$ cat src/rtl/omega_pkg.sv
package omega_pkg;
    parameter int unsigned ADDR_W = 3;
    parameter int unsigned DATA_W = 16;
    localparam int unsigned PORTS  = 1 << ADDR_W;
    localparam int unsigned STAGES = ADDR_W;
    localparam int unsigned SW_PER_STAGE = PORTS / 2;

    typedef struct packed {
        logic              vld;
        logic [ADDR_W-1:0] src;
        logic [ADDR_W-1:0] dst;
        logic [DATA_W-1:0] data;
    } flit_t;

    // index reached through the inter-stage shuffle (rotate left by one)
    function automatic int unsigned shuffle_idx(input int unsigned j);
        return ((j << 1) | (j >> (ADDR_W - 1))) % PORTS;
    endfunction
endpackage

$ cat src/rtl/omega_switch.sv
module omega_switch
    import omega_pkg::*;
#(
    parameter int unsigned BIT = 0
) (
    input  flit_t up_i,
    input  flit_t lo_i,
    output flit_t up_o,
    output flit_t lo_o,
    output logic  lo_lost_o
);
    logic up_cross, lo_cross, clash;

    always_comb begin
        up_cross = up_i.src[BIT] ^ up_i.dst[BIT];
        lo_cross = lo_i.src[BIT] ^ lo_i.dst[BIT];
        // upper leaves on port up_cross, lower on port !lo_cross
        clash    = up_i.vld && lo_i.vld && (up_cross == !lo_cross);
        up_o = '0;
        lo_o = '0;
        if (lo_i.vld && !clash) begin
            if (lo_cross) up_o = lo_i;
            else          lo_o = lo_i;
        end
        if (up_i.vld) begin
            if (up_cross) lo_o = up_i;
            else          up_o = up_i;
        end
        lo_lost_o = clash;
    end
endmodule

$ cat src/rtl/omega_stage.sv
module omega_stage
    import omega_pkg::*;
#(
    parameter int unsigned STAGE = 0
) (
    input  logic              clk,
    input  logic              rst,
    input  flit_t             in_f    [PORTS],
    input  logic [PORTS-1:0]  in_blk,
    output flit_t             out_f   [PORTS],
    output logic [PORTS-1:0]  out_blk
);
    localparam int unsigned BIT = ADDR_W - 1 - STAGE;

    flit_t                   shuf [PORTS];
    flit_t                   swo  [PORTS];
    logic [SW_PER_STAGE-1:0] lost;
    logic [PORTS-1:0]        new_blk, shuf_v, swo_v;

    for (genvar j = 0; j < PORTS; j++) begin : g_shuf
        localparam int unsigned D = shuffle_idx(j);
        assign shuf[D] = in_f[j];
    end

    for (genvar s = 0; s < SW_PER_STAGE; s++) begin : g_sw
        omega_switch #(.BIT(BIT)) u_sw (
            .up_i     (shuf[2*s]),
            .lo_i     (shuf[2*s+1]),
            .up_o     (swo[2*s]),
            .lo_o     (swo[2*s+1]),
            .lo_lost_o(lost[s])
        );


        upper_wins_chk: assert property (@(posedge clk) disable iff (rst)
            shuf[2*s].vld |-> (shuf[2*s].dst[BIT] ? (swo[2*s+1] == shuf[2*s])
                                                  : (swo[2*s]   == shuf[2*s])));

        lost_needs_pair_chk: assert property (@(posedge clk) disable iff (rst)
            lost[s] |-> (shuf[2*s].vld && shuf[2*s+1].vld));
    end

    always_comb begin
        new_blk = '0;
        for (int s = 0; s < SW_PER_STAGE; s++)
            if (lost[s]) new_blk[shuf[2*s+1].src] = 1'b1;
        for (int j = 0; j < PORTS; j++) begin
            shuf_v[j] = shuf[j].vld;
            swo_v[j]  = swo[j].vld;
        end
    end


    conserve_chk: assert property (@(posedge clk) disable iff (rst)
        ($countones(swo_v) + $countones(new_blk)) == $countones(shuf_v));

    always_ff @(posedge clk) begin
        if (rst) begin
            for (int j = 0; j < PORTS; j++) out_f[j] <= '0;
            out_blk <= '0;
        end else begin
            for (int j = 0; j < PORTS; j++) out_f[j] <= swo[j];
            out_blk <= in_blk | new_blk;
        end
    end
endmodule

$ cat src/rtl/omega_net.sv
module omega_net
    import omega_pkg::*;
(
    input  logic                          clk,
    input  logic                          rst,
    input  logic [PORTS-1:0]              in_valid,
    input  logic [PORTS-1:0][ADDR_W-1:0]  in_dst,
    input  logic [PORTS-1:0][DATA_W-1:0]  in_data,
    output logic [PORTS-1:0]              out_valid,
    output logic [PORTS-1:0][ADDR_W-1:0]  out_src,
    output logic [PORTS-1:0][DATA_W-1:0]  out_data,
    output logic [PORTS-1:0]              blocked
);
    flit_t            pipe [STAGES+1][PORTS];
    logic [PORTS-1:0] bpipe [STAGES+1];

    for (genvar j = 0; j < PORTS; j++) begin : g_inj
        assign pipe[0][j] = '{vld: in_valid[j], src: ADDR_W'(j),
                              dst: in_dst[j], data: in_data[j]};
    end
    assign bpipe[0] = '0;

    for (genvar k = 0; k < STAGES; k++) begin : g_stage
        omega_stage #(.STAGE(k)) u_stage (
            .clk    (clk),
            .rst    (rst),
            .in_f   (pipe[k]),
            .in_blk (bpipe[k]),
            .out_f  (pipe[k+1]),
            .out_blk(bpipe[k+1])
        );
    end

    for (genvar j = 0; j < PORTS; j++) begin : g_out
        assign out_valid[j] = pipe[STAGES][j].vld;
        assign out_src[j]   = pipe[STAGES][j].src;
        assign out_data[j]  = pipe[STAGES][j].data;


        lands_on_dst_chk: assert property (@(posedge clk) disable iff (rst)
            pipe[STAGES][j].vld |-> (pipe[STAGES][j].dst == ADDR_W'(j)));

        not_both_chk: assert property (@(posedge clk) disable iff (rst)
            out_valid[j] |-> !blocked[out_src[j]]);
    end
    assign blocked = bpipe[STAGES];


    reset_clear_chk: assert property (@(posedge clk) disable iff (rst)
        $past(rst) |-> (out_valid == '0 && blocked == '0));
endmodule

$ cat config.mk
export PLATFORM = sky130hd
export DESIGN_NAME = omega_net
export DESIGN_NICKNAME = d
export VERILOG_FILES = /design/src/rtl/omega_pkg.sv /design/src/rtl/omega_switch.sv /design/src/rtl/omega_stage.sv /design/src/rtl/omega_net.sv
export SDC_FILE = /design/constraint.sdc
export NUM_CORES = 1
export LEC_CHECK = 0
export ABC_AREA = 1
export CORE_UTILIZATION = 37
export CTS_BUF_LIST = sky130_fd_sc_hd__clkbuf_8 sky130_fd_sc_hd__clkbuf_16
export CTS_CLUSTER_SIZE = 12
export DETAILED_ROUTE_END_ITERATION = 16
export PLACE_DENSITY_LB_ADDON = 0.12
export SETUP_SLACK_MARGIN = 0.02
export SYNTH_ARGS = -nofsm -noshare
export SYNTH_HDL_FRONTEND = slang
export SYNTH_SLANG_ARGS = --single-unit
$ cat constraint.sdc
create_clock -name clk -period 1.55 [get_ports clk]
set_input_delay 0.31 -clock clk [delete_from_list [all_inputs] [get_ports clk]]
set_output_delay 0.31 -clock clk [all_outputs]
set_load 0.005 [all_outputs]
==> reports/summary.txt <==
DP HPWL -> 54400 µm
CP endpoint kind -> register
Max stage delay on crit path -> 420 ps
most common cell after layout, fill and taps aside -> dfxtp_1
Slew Limit Fails -> 0
R2R Setup Slk -> 10 ps
slowest CP cell -> dfxtp_1
Final min period -> 1540 ps
final net count -> 2884
global-route wire length before repair -> 105000 µm
Fin Hold WS -> 176 ps
run status -> finished, final reports clean
critical path arrival -> 2080 ps
RR Startpoint -> g_stage[0].u_stage.out_f[109]
multi-input logic area -> 7130 µm²
RSZ-0062 raised after global routing -> yes
Via Count -> 17569
DRC -> 0
die area -> 52000 µm²
CP cell instances -> inv_1 > nand2_2 > buf_12 > nor2_1 > a211oi_4 > buf_4
clk buf depth -> 3
clk sink count -> 510
post-synthesis cell count -> 2242
crit path from -> g_stage[0].u_stage.out_f[109]
die height -> 228 µm
Leak -> 12.0 nW
Num CTS Buffers -> 54
RR Endpoint -> g_stage[1].u_stage.out_f[33]
Synth Cell Area -> 18900 µm²
Critical Path RT -> 2090 ps
Area Overhead vs Synth -> 40.1%
worst-skew pair later-pin latency -> 600 ps
Buf+Inv Stages, Crit Path -> 3
Syn Area/Cell -> 8.43 µm²
vias in the first global route -> 17137
period utilization -> 0.991
Starting Density -> 0.376
CP Capture Point -> g_stage[1].u_stage.out_f[33]
yosys warns -> 0
Yosys reg bits -> 510
# setup viols final -> 0
final hold viol count -> 0
number of max-cap violations -> 0
worst-path fanout max -> 33
grt ovf -> 0
highest ir drop seen on vdd -> 0.809 mV
pwr/cell area -> 1090 nW/µm²
root buf cell -> clkbuf_16
Slew headroom -> 0.415
drt pass-1 iters -> 5
Crit path max-delay family -> buffers and inverters
clock slew at reported path FFs -> 60 ps
post-DR vias/cell -> 5.14
Core Area -> 50300 µm²
drt first-iter violations -> 1525
Setup CP Type -> reg2reg
Clock H-tree levels -> 2
Core Rows -> 82
GR Util All Layers -> 0.265
# IOs -> 330
DRT Wirelength -> 70800 µm
die width -> 228 µm
Register-to-Register Path Depth -> 6
Critical Path Stages -> 6
synthesized net count -> 2420
hold buffers post-CTS -> 0
PortBufs -> 329
HP Class -> in2reg
ratio of cells with drive above 1 in the final layout -> 0.171
CP Launch Type -> register
CTS tree -> yes
GPL Wtd Cong -> 0.942
largest net degree at the start of global routing -> 42
initial antenna violation count -> 6
Routed Antenna Nets -> 0
sequential-to-total area share from yosys stat -> 0.540
FMAX -> 651 MHz
Yosys cell types -> 45
commonest non-fill, non-tap cells in the layout -> dfxtp_1 (481), inv_1 (393), nand2_1 (306), o21ai_0 (161), buf_4 (161)
Worst-Margin Slew -> 876 ps
sequential cell area -> 10300 µm²
total power -> 28.9 mW
skew final -> 13.2 ps
final-layout fill cell count -> 4732
WL/cell -> 20.7 µm
==> sequential cells by signal (all words and copies together) (netlist names) <==
signal,flops
g_stage.u_stage.out_f,490
g_stage.u_stage.out_blk,20
==> Yosys cell counts (all sizes together) <==
library cell | n | area (µm²)
a22o | 15 | 131
conb | 1 | 3.75
dfxtp | 510 | 10200
o21ai | 182 | 911
a21oi | 46 | 234
buf | 78 | 460
nand3b | 3 | 22.5
o22ai | 88 | 551
nor4 | 1 | 6.26
nand3 | 146 | 766
nand4 | 24 | 180
o211a | 4 | 40.0
nor2 | 127 | 497
nor3 | 9 | 66.3
o21bai | 1 | 7.51
inv | 408 | 1540
ha | 16 | 200
o32ai | 26 | 295
o211ai | 66 | 495
a211oi | 47 | 353
clkinv | 2 | 7.51
nor3b | 7 | 52.6
o31ai | 54 | 405
nand2 | 338 | 1310
clkbuf | 42 | 160
xor2 | 1 | 8.76
==> what timing repair did <==
action,4_1_cts,5_1_grt
buffers inserted,4,7
endpoints found under the setup margin,290,125
resized for setup,251,121
pin swaps,12,40
gates cloned,2,2
==> metrics by stage <==
stage | setup TNS [ps] | area [µm²] | util | setup slack, ps | instances
final | 0 | 26500 | 0.527 | 14.0 | 3419
after global routing | -430 | 26500 | 0.527 | -84.8 | 3418
after CTS | 0 | 26100 | 0.519 | 18.8 | 3411
after detailed placement | -31960 | 24200 | 0.480 | -372 | 3309
after global placement | -28240 | 24200 | 0.480 | -421 | 3309
after floorplan | 0 | 18900 | - | 40.5 | 2242
==> layout make-up <==
type                       count  area share
clock inverter                22     0.00467
timing repair buffer         526       0.187
timing repair inverter         1    0.000283
multi-input combinational   1203       0.269
antenna                        1   0.0000944
sequential                   510       0.387
inverter                     410      0.0586
clock buffer                  74      0.0618
tap                          672      0.0317
==> tightest hold or removal path: cells and delay by family <==
| family | cells | cell delay (ps) |
|---|---|---|
| AO/OA/AOI/OAI | 1 | 50 |
| buffers and inverters | 2 | 370 |
==> logic make-up (layout without fill, tap and decap cells) <==
| group | after synthesis | after routing | share of synthesized area |
|---|---|---|---|
| other | 1 | 2 | 0.000198 |
| AOI/OAI and AO/OA | 529 | 529 | 0.181 |
| xor gates and xnor gates | 1 | 1 | 0.000463 |
| adders and majority gates | 16 | 16 | 0.0106 |
| buffers and inverters | 530 | 1033 | 0.114 |
| and+or+nand+nor | 655 | 656 | 0.153 |
| DFF | 510 | 510 | 0.540 |
==> layer usage <==
metal	track usage	wire length, µm	vias up
met2	0.417	31700	760
met1	0.370	31900	8376
met3	0.0459	5050	121
li1	-	-	8308
met4	0.0803	2160	4
met5	0	25	-
==> worst min path at each step <==
stage | cells past startpoint | endpoint | start
after global routing | 3 | g_stage[2].u_stage.out_f[160] | rst
after CTS | 3 | g_stage[2].u_stage.out_f[160] | rst
final | 3 | g_stage[2].u_stage.out_f[160] | rst
after floorplan | 2 | g_stage[1].u_stage.out_blk[5] | g_stage[0].u_stage.out_blk[5]
after detailed placement | 2 | g_stage[1].u_stage.out_blk[5] | g_stage[0].u_stage.out_blk[5]
after global placement | 2 | g_stage[1].u_stage.out_blk[5] | g_stage[0].u_stage.out_blk[5]
==> power breakdown <==
part / internal (mW) / leakage (nW) / switching, mW
clock: 7.46 / 0.928 / 5.25
combinational: 1.07 / 6.88 / 1.41
sequential: 13.4 / 4.15 / 0.266
Note: power is estimated with default switching activity, not from simulation.
